**src/rtl/spi_dual_pkg.sv**
```systemverilog
package spi_dual_pkg;
  localparam int BYTE_W   = 8;
  localparam int SHORT_AW = BYTE_W - 2;
  localparam int LONG_AW  = 10;
  localparam int CNT_W    = $clog2(BYTE_W);
  localparam int HI_W     = BYTE_W - 1;
  localparam int LO_W     = LONG_AW - HI_W;

  typedef enum logic [1:0] {
    PH_CMD  = 2'd0,
    PH_LADR = 2'd1,
    PH_DATA = 2'd2
  } phase_e;

  function automatic logic [LONG_AW-1:0] step_addr(input logic [LONG_AW-1:0] a,
                                                   input logic is_long);
    logic [LONG_AW-1:0] n;
    n = a + 1'b1;
    if (!is_long) n[LONG_AW-1:SHORT_AW] = '0;
    return n;
  endfunction
endpackage

```
**src/rtl/spi_dual_sync.sv**
```systemverilog
module spi_dual_sync #(
  parameter int STAGES = 2
) (
  input  logic clk_i,
  input  logic rst_ni,
  input  logic sclk_i,
  input  logic mosi_i,
  input  logic cs_ni,
  output logic sclk_rise_o,
  output logic sclk_fall_o,
  output logic mosi_o,
  output logic active_o
);
  logic [STAGES-1:0] sclk_q, mosi_q, cs_q;
  logic              sclk_d;

  always_ff @(posedge clk_i or negedge rst_ni) begin
    if (!rst_ni) begin
      sclk_q <= '0;
      mosi_q <= '0;
      cs_q   <= '1;
      sclk_d <= 1'b0;
    end else begin
      sclk_q[0] <= sclk_i;
      mosi_q[0] <= mosi_i;
      cs_q[0]   <= cs_ni;
      for (int i = 1; i < STAGES; i++) begin
        sclk_q[i] <= sclk_q[i-1];
        mosi_q[i] <= mosi_q[i-1];
        cs_q[i]   <= cs_q[i-1];
      end
      sclk_d <= sclk_q[STAGES-1];
    end
  end

  assign active_o    = ~cs_q[STAGES-1];
  assign mosi_o      = mosi_q[STAGES-1];
  assign sclk_rise_o = active_o &  sclk_q[STAGES-1] & ~sclk_d;
  assign sclk_fall_o = active_o & ~sclk_q[STAGES-1] &  sclk_d;
endmodule

```
**src/rtl/spi_dual_decode.sv**
```systemverilog
module spi_dual_decode
  import spi_dual_pkg::*;
(
  input  logic               clk_i,
  input  logic               rst_ni,
  input  logic               rise_i,
  input  logic               active_i,
  input  logic               mosi_i,
  output logic [LONG_AW-1:0] addr_o,
  output logic               long_o,
  output logic [BYTE_W-1:0]  wdata_o,
  output logic               we_o,
  output logic               re_o
);
  phase_e             phase_q;
  logic [CNT_W-1:0]   bit_q;
  logic [BYTE_W-2:0]  sr_q;
  logic [HI_W-1:0]    hi_q;
  logic               wr_q, long_q, we_q, re_q;
  logic [LONG_AW-1:0] addr_q;
  logic [BYTE_W-1:0]  wdata_q;
  logic [BYTE_W-1:0]  byte_w;
  logic               byte_done;

  assign byte_w    = {sr_q, mosi_i};
  assign byte_done = rise_i && (bit_q == CNT_W'(BYTE_W - 1));

  always_ff @(posedge clk_i or negedge rst_ni) begin
    if (!rst_ni) begin
      phase_q <= PH_CMD;
      bit_q   <= '0;
      sr_q    <= '0;
      hi_q    <= '0;
      wr_q    <= 1'b0;
      long_q  <= 1'b0;
      we_q    <= 1'b0;
      re_q    <= 1'b0;
      addr_q  <= '0;
      wdata_q <= '0;
    end else begin
      we_q <= 1'b0;
      re_q <= 1'b0;
      // post-increment after a write strobe
      if (we_q) addr_q <= step_addr(addr_q, long_q);
      if (!active_i) begin
        phase_q <= PH_CMD;
        bit_q   <= '0;
      end else if (rise_i) begin
        sr_q  <= byte_w[BYTE_W-2:0];
        bit_q <= bit_q + 1'b1;
        if (byte_done) begin
          case (phase_q)
            PH_CMD: begin
              if (!byte_w[BYTE_W-1]) begin
                addr_q  <= LONG_AW'(byte_w[SHORT_AW:1]);
                long_q  <= 1'b0;
                wr_q    <= byte_w[0];
                re_q    <= ~byte_w[0];
                phase_q <= PH_DATA;
              end else begin
                hi_q    <= byte_w[HI_W-1:0];
                phase_q <= PH_LADR;
              end
            end
            PH_LADR: begin
              addr_q  <= {hi_q, byte_w[BYTE_W-1 -: LO_W]};
              long_q  <= 1'b1;
              wr_q    <= byte_w[BYTE_W-1-LO_W];
              re_q    <= ~byte_w[BYTE_W-1-LO_W];
              phase_q <= PH_DATA;
            end
            PH_DATA: begin
              if (wr_q) begin
                we_q    <= 1'b1;
                wdata_q <= byte_w;
              end else begin
                addr_q <= step_addr(addr_q, long_q);
                re_q   <= 1'b1;
              end
            end
            default: phase_q <= PH_CMD;
          endcase
        end
      end
    end
  end

  assign addr_o  = addr_q;
  assign long_o  = long_q;
  assign wdata_o = wdata_q;
  assign we_o    = we_q;
  assign re_o    = re_q;
endmodule

```
**src/rtl/spi_dual_tx.sv**
```systemverilog
module spi_dual_tx
  import spi_dual_pkg::*;
(
  input  logic              clk_i,
  input  logic              rst_ni,
  input  logic              fall_i,
  input  logic              active_i,
  input  logic              load_i,
  input  logic [BYTE_W-1:0] rdata_i,
  output logic              miso_o
);
  logic [BYTE_W-1:0] hold_q, sr_q;
  logic              pend_q;

  always_ff @(posedge clk_i or negedge rst_ni) begin
    if (!rst_ni) begin
      hold_q <= '0;
      sr_q   <= '0;
      pend_q <= 1'b0;
    end else begin
      if (!active_i) begin
        sr_q   <= '0;
        pend_q <= 1'b0;
      end else if (fall_i) begin
        if (pend_q) begin
          sr_q   <= hold_q;
          pend_q <= 1'b0;
        end else begin
          sr_q <= {sr_q[BYTE_W-2:0], 1'b0};
        end
      end
      if (load_i) begin
        hold_q <= rdata_i;
        pend_q <= 1'b1;
      end
    end
  end

  assign miso_o = sr_q[BYTE_W-1];
endmodule

```
**src/rtl/spi_dual_slave.sv**
```systemverilog
module spi_dual_slave
  import spi_dual_pkg::*;
#(
  parameter int SYNC_STAGES = 2
) (
  input  logic               clk_i,
  input  logic               rst_ni,
  input  logic               sclk_i,
  input  logic               mosi_i,
  input  logic               cs_ni,
  output logic               miso_o,
  output logic [LONG_AW-1:0] reg_addr_o,
  output logic               reg_long_o,
  output logic [BYTE_W-1:0]  reg_wdata_o,
  output logic               reg_we_o,
  output logic               reg_re_o,
  input  logic [BYTE_W-1:0]  reg_rdata_i
);
  logic rise, fall, mosi_s, active;

  spi_dual_sync #(.STAGES(SYNC_STAGES)) u_sync (
    .clk_i       (clk_i),
    .rst_ni      (rst_ni),
    .sclk_i      (sclk_i),
    .mosi_i      (mosi_i),
    .cs_ni       (cs_ni),
    .sclk_rise_o (rise),
    .sclk_fall_o (fall),
    .mosi_o      (mosi_s),
    .active_o    (active)
  );

  spi_dual_decode u_dec (
    .clk_i    (clk_i),
    .rst_ni   (rst_ni),
    .rise_i   (rise),
    .active_i (active),
    .mosi_i   (mosi_s),
    .addr_o   (reg_addr_o),
    .long_o   (reg_long_o),
    .wdata_o  (reg_wdata_o),
    .we_o     (reg_we_o),
    .re_o     (reg_re_o)
  );

  spi_dual_tx u_tx (
    .clk_i    (clk_i),
    .rst_ni   (rst_ni),
    .fall_i   (fall),
    .active_i (active),
    .load_i   (reg_re_o),
    .rdata_i  (reg_rdata_i),
    .miso_o   (miso_o)
  );
endmodule

```
**config.mk**
```make
export PLATFORM = sky130hd
export DESIGN_NAME = spi_dual_slave
export DESIGN_NICKNAME = d
export VERILOG_FILES = /design/src/rtl/spi_dual_pkg.sv /design/src/rtl/spi_dual_sync.sv /design/src/rtl/spi_dual_decode.sv /design/src/rtl/spi_dual_tx.sv /design/src/rtl/spi_dual_slave.sv
export SDC_FILE = /design/constraint.sdc
export NUM_CORES = 1
export LEC_CHECK = 0
export BUFFER_PORTS_ARGS = -buffer_cell sky130_fd_sc_hd__buf_2
export CORE_MARGIN = 8
export CORE_UTILIZATION = 62
export DETAILED_ROUTE_END_ITERATION = 8
export PLACE_DENSITY = 0.84
export REMOVE_ABC_BUFFERS = 1
export SLEW_MARGIN = 40
export SYNTH_ARGS = -nofsm -noshare
export SYNTH_HDL_FRONTEND = slang
export SYNTH_SLANG_ARGS = --single-unit
```
**constraint.sdc**
```tcl
create_clock -name clk_i -period 2.95 [get_ports clk_i]
set_input_delay 0.295 -clock clk_i [delete_from_list [all_inputs] [get_ports clk_i]]
set_output_delay 0.295 -clock clk_i [all_outputs]
set_load 0.1 [all_outputs]
```
After elaboration in Yosys (flattened, before gate mapping) --
Cells that the tools add are included.
Word-level totals: register bits after elaboration 65, latch bits 0, memory bits (writable) 0, bits in read-only memories 0, input bits 13, output and inout port bits 22, word-level logic and storage cells 81, memories 0
Cells by class: add/sub/neg operators 2, multipliers 0, div/mod/pow operators 0, order comparisons 0, eq/ne operators 5, shift-type cells 0, mux-type cells 36, bitwise gates (word level) 9, reductions and logical operators 12
Operators by type and width (count):
- 2-to-1 mux 10 bit | 6
- one-hot mux 10 bit (3 select lines) | 1
- 2-to-1 mux 8 bit | 3
- 2-to-1 mux 1 bit | 15
- AND reduction 5 bit | 3
- adder 10 x 1 -> 10 bit (second input constant) | 1
- 2-to-1 mux 2 bit | 4
- nonzero test 2 bit | 4
- 2-to-1 mux 3 bit | 2
- one-hot mux 2 bit (3 select lines) | 1
- NOT 1 bit | 5
- bitwise AND 1 bit | 4
- 2-to-1 mux 4 bit | 1
- inequality test 2 bit (second input constant) | 2
- one-hot mux 1 bit (2 select lines) | 2
- adder 3 x 1 -> 3 bit (second input constant) | 1
- == test 3 bit (second input constant) | 1
- one-hot mux 1 bit (3 select lines) | 1
- AND reduction 3 bit | 1
- nonzero test 3 bit | 1
- == test 2 x 1 -> 1 bit (second input constant) | 1
- == test 2 bit (second input constant) | 1
- logical NOT 2 bit | 1
- AND reduction 2 bit | 1
- logical AND 1 bit | 1

Depth between registers and ports, before layout --
depth in word-level cells 8, depth in mapped cells 7, mapped depth without buffers 6

Cells and area by module --
From an unflattened synthesis, not the netlist that was laid out.
Unflattened totals: cells, all modules 262, area total of the unflattened synthesis 3057.9 um2
Modules (own cells, without submodules):
- spi_dual_decode | instances 1, cells each 198, area each 2138.3 um2, sequential area each 1026.0 um2
- spi_dual_tx | instances 1, cells each 54, area each 723.2 um2, sequential area each 425.4 um2
- spi_dual_sync | instances 1, cells each 10, area each 196.4 um2, sequential area each 177.7 um2

Worst setup path before layout --
Ideal clock, no wire load.
path type reg2reg, start point register u_dec.addr_q[0], in the netlist u_dec.addr_o[0], end point register u_dec.addr_q[6], in the netlist u_dec.addr_o[6], setup time 0.132 ns, data arrival time 2.189 ns, required time 2.818 ns, setup slack 0.630 ns, stages on the path, launching flop included 7, path buffers 0, period minus slack after synthesis 2.320 ns, cell sequence dfrtp_1 > ha_1 > and3_1 > nand3_1 > mux2_2 > a21oi_1 > o22ai_1
Between the ends: word-level cells in the longest chain between the ends 8, elaborated cells between the ends (all ways) 9, classes of those cells add/sub: 1; mux: 8
RTL lines:
- start: declaration | line spi_dual_decode.sv:20 | logic [LONG_AW-1:0] addr_q;
- start signal: assignment | line spi_dual_decode.sv:44 | if (we_q) addr_q <= step_addr(addr_q, long_q);
- start signal: assignment | line spi_dual_decode.sv:55 | addr_q <= LONG_AW'(byte_w[SHORT_AW:1]);
- start signal: assignment | line spi_dual_decode.sv:66 | addr_q <= {hi_q, byte_w[BYTE_W-1 -: LO_W]};
- adder 10 x 1 -> 10 bit * | line spi_dual_pkg.sv:18 | n = a + 1'b1;
- 2-to-1 mux 4 bit * | line spi_dual_pkg.sv:19 | if (!is_long) n[LONG_AW-1:SHORT_AW] = '0;
- 2-to-1 mux 10 bit | line spi_dual_decode.sv:44
- 2-to-1 mux 10 bit, on equally long branches | line spi_dual_decode.sv:73, spi_dual_decode.sv:54
- one-hot mux 10 bit (3 select lines) | line spi_dual_decode.sv:52 | case (phase_q)
- 2-to-1 mux 10 bit | line spi_dual_decode.sv:51 | if (byte_done) begin
- 2-to-1 mux 10 bit | line spi_dual_decode.sv:48 | end else if (rise_i) begin
- 2-to-1 mux 10 bit * | line spi_dual_decode.sv:45 | if (!active_i) begin
Mark *: on every way between the ends. The rest lies on a longest branch, timed or not. A chain may end at the register's enable or synchronous reset.

Final worst setup path --
start point register u_sync.sclk_d, end point register u_dec.wdata_q[2], in the netlist u_dec.wdata_o[2]
Between the ends: word-level cells in the longest chain between the ends 4
RTL lines:
- start: declaration | line spi_dual_sync.sv:15 | logic sclk_d;
- start signal: assignment | line spi_dual_sync.sv:32 | sclk_d <= sclk_q[STAGES-1];
- NOT 1 bit * | line spi_dual_sync.sv:38 | assign sclk_rise_o = active_o & sclk_q[STAGES-1] & ~sclk_d;
- bitwise AND 1 bit * | line spi_dual_sync.sv:38
- logical AND 1 bit | line spi_dual_decode.sv:26 | assign byte_done = rise_i && (bit_q == CNT_W'(BYTE_W - 1));
- AND reduction 5 bit (no source line) *
- end signal: assignment | line spi_dual_decode.sv:75 | wdata_q <= byte_w;
- end: declaration | line spi_dual_decode.sv:21 | logic [BYTE_W-1:0] wdata_q;
Marked as above.

==> run_results.csv <==
group,metric,value,unit
drt,initialDrtViolationCount,140,
global_route,grt_pass1_wl,9870,um
sta,post-route-period-util,0.703,
final_layout,nNetsFinal,299,
cts,cts_sinks,65,
setup_path,reg2reg_slack,0.87,ns
cts,cts_tree,"done",
cts,cts_hold_buf,0,
drt,route.detailed.drc,0,
setup_path,cp-end-kind,"register",
placed_design,place_inst,326,
placed_design,place_hpwl,3760,um
floorplanning,start_util,0.631,
sta,slew_violations,0,
cts,insertion_delay,0.34,ns
sta,setup_tns,0,ns
setup_path,worstReg2RegStart,"u_sync.sclk_d",
drt,drtAntennaViolNets,0,
sta,rsz0062_at_grt,"false",
floorplanning,die_width,84.9,um
final_layout,fin_cells,342,
floorplanning,dieArea,0.00720,mm2
sta,slew_headroom,0.542,
setup_path,crit_type,"reg2reg",
outcome,status,"complete, no violations",
power_and_ir_drop,p_leak,1.67,nW
cts,cts-htree-levels,3,
global_route,grt_usage,0.174,
drt,avgRoutedWirePerCell,17.1,um
global_route,grt_max_degree,66,
final_layout,fin_util,0.719,
drt,routed_wirelength,5840,um
sta,finalHoldViolations,0,
synth,yosys.cell_types.count,43,
sta,fmax,0.482,GHz
floorplanning,die_y,84.9,um
setup_path,reg2reg_to,"u_dec.wdata_o[2]",
floorplanning,coreArea,0.00466,mm2
synth,synth_flop_cell,"dfrtp_1",
setup_path,critPathMaxFanout,9,
final_layout,syn2layout_area_growth,14.0,%
cts,root_buffer,"clkbuf_8",
sta,fin_crit,2.08,ns
synth,synth_edf_count,0,
synth,synth-async-reset-ratio,1.00,
floorplanning,num_rows,25,
drt,num_vias,2084,
final_layout,drive_gt1_frac,0.278,
synth,synth_seq_cells,65,
global_route,gr-total-overflow,0,
power_and_ir_drop,power.total,1.96,mW
drt,first_pass_iters,4,
global_route,grt_pass1_vias,2009,
global_route,antenna_found_initial,0,
cts,post_cts_buffers,0,
placed_design,io_buffers,34,
setup_path,arrival,2.30,ns
cts,cts.path.max_buffers,2,
synth,synth_warnings,0,
sta,skew,0.00360,ns
synth,syn_area,0.00294,mm2
sta,whs,0.0201,ns
sta,max_slew.worst_pin.slew,0.687,ns
placed_design,gp_congestion,0.823,
power_and_ir_drop,ir_drop,0.491,mV
job,drv_cap,0,
setup_path,worst_setup_path_start_kind,"register",
cts,cts_resized,0,
drt,via_per_inst,6.09,
worst_hold_path,hold_class,"in2async",
synth,ys_seq_area_frac,0.554,
synth,avgSynthCellArea,11.9,um2
synth,synth_cells,248,
floorplanning,ios,35,
final_layout,n_antenna_cell,0,
sta,setup_viol,0,
setup_path,worst-r2r-cell-count,4,
setup_path,cp.required,3.17,ns
cts,cts.clk_slew.worst_paths,0.06,ns
power_and_ir_drop,cellPowerDensity,586,mW/mm2
cts,cts_made_buffers,9,
## sequential cells by signal, summed over array words and instances, names as in the netlist, 2 cells and up
register	count
u_dec.addr_o	10
u_dec.wdata_o	8
u_tx.hold_q	8
u_tx.sr_q	8
u_dec.hi_q	7
u_dec.sr_q	7
u_dec.bit_q	3
u_dec.phase_q	2
u_sync.cs_q	2
u_sync.mosi_q	2
u_sync.sclk_q	2
## cells in the final DEF, fill, tap and decap left out, types with 4 or more instances in the layout
master	n
dfrtp_1	63
clkbuf_8	12
xor2_1	9
o22ai_1	10
mux2_1	8
mux2i_1	11
xnor2_1	4
a21oi_1	13
o21ai_0	11
nor2_1	13
nand4_1	4
mux2_2	24
nor2b_1	5
buf_2	34
nand2_1	21
## synth_stat cells, types with 3 or more instances
| cell type | n | share of area |
|---|---|---|
| dfrtp_1 | 63 | 0.54 |
| mux2_2 | 24 | 0.092 |
| nand2_1 | 21 | 0.027 |
| a21oi_1 | 13 | 0.022 |
| nor2_1 | 13 | 0.017 |
| mux2i_1 | 11 | 0.037 |
| o21ai_0 | 11 | 0.019 |
| o22ai_1 | 10 | 0.021 |
| xor2_1 | 9 | 0.027 |
| mux2_1 | 8 | 0.031 |
| clkbuf_1 | 6 | 0.0077 |
| nor2b_1 | 5 | 0.011 |
| nand4_1 | 4 | 0.0085 |
| xnor2_1 | 4 | 0.012 |
| a22oi_1 | 3 | 0.0077 |
| a32oi_1 | 3 | 0.0089 |
| buf_2 | 3 | 0.0051 |
| ha_1 | 3 | 0.013 |
| inv_1 | 3 | 0.0038 |
## power by group
| group | internal [mW] | leakage, nW | switching (mW) |
|---|---|---|---|
| clock | 0.459 | 0.107 | 0.327 |
| combinational | 0.0755 | 0.686 | 0.0969 |
| sequential | 0.936 | 0.879 | 0.0712 |
| total | 1.47 | 1.67 | 0.495 |
## per-layer routing
layer / global-route usage / wire length, um
met1: 0.234 / 2660
met2: 0.241 / 2680
met5: 0 / 0
met4: 0.0906 / 119
met3: 0.0618 / 378
## layout make-up
class,instances,area (um2)
timing repair buffer,36,189
multi-input combinational,168,1250
sequential,65,1630
clock buffer,14,173
clock inverter,2,35.0
fill,334,1310
inverter,3,11.3
tap,54,67.6
## per-stage QoR
stage	instance area [um2]	setup WS (ns)
finish	3350	0.875
global route	3350	0.734
CTS	3350	0.851
detailed placement	3140	0.867
global placement	3140	0.954
floorplan	2890	0.605
## critical path: stages, from the launching register on
cell and delay, ns:
dfrtp_1 0.39, nand2b_1 0.27, nor3b_4 0.42, and4_1 0.49, mux2_1 0.37
## kinds of logic after synthesis
| kind of cell | share of synthesized area |
|---|---|
| adders and majority gates | 0.0128 |
| DFF | 0.554 |
| muxes | 0.160 |
| and+or+nand+nor | 0.104 |
| AOI/OAI and AO/OA | 0.108 |
| xor gates and xnor gates | 0.0387 |
| buffers and inverters | 0.0217 |
## worst max path at each step
stage | startpoint | to | slack, ns
after CTS | u_sync.sclk_d | u_dec.wdata_o[2] | 0.85
after detailed placement | u_sync.sclk_d | u_dec.wdata_o[2] | 0.87
after global routing | u_sync.sclk_d | u_dec.wdata_o[1] | 0.73
after floorplan | u_dec.addr_o[0] | u_dec.addr_o[6] | 0.61
after global placement | u_sync.sclk_d | u_dec.wdata_o[3] | 0.95
final | u_sync.sclk_d | u_dec.wdata_o[2] | 0.87
Power figures use the tool's default switching activity.
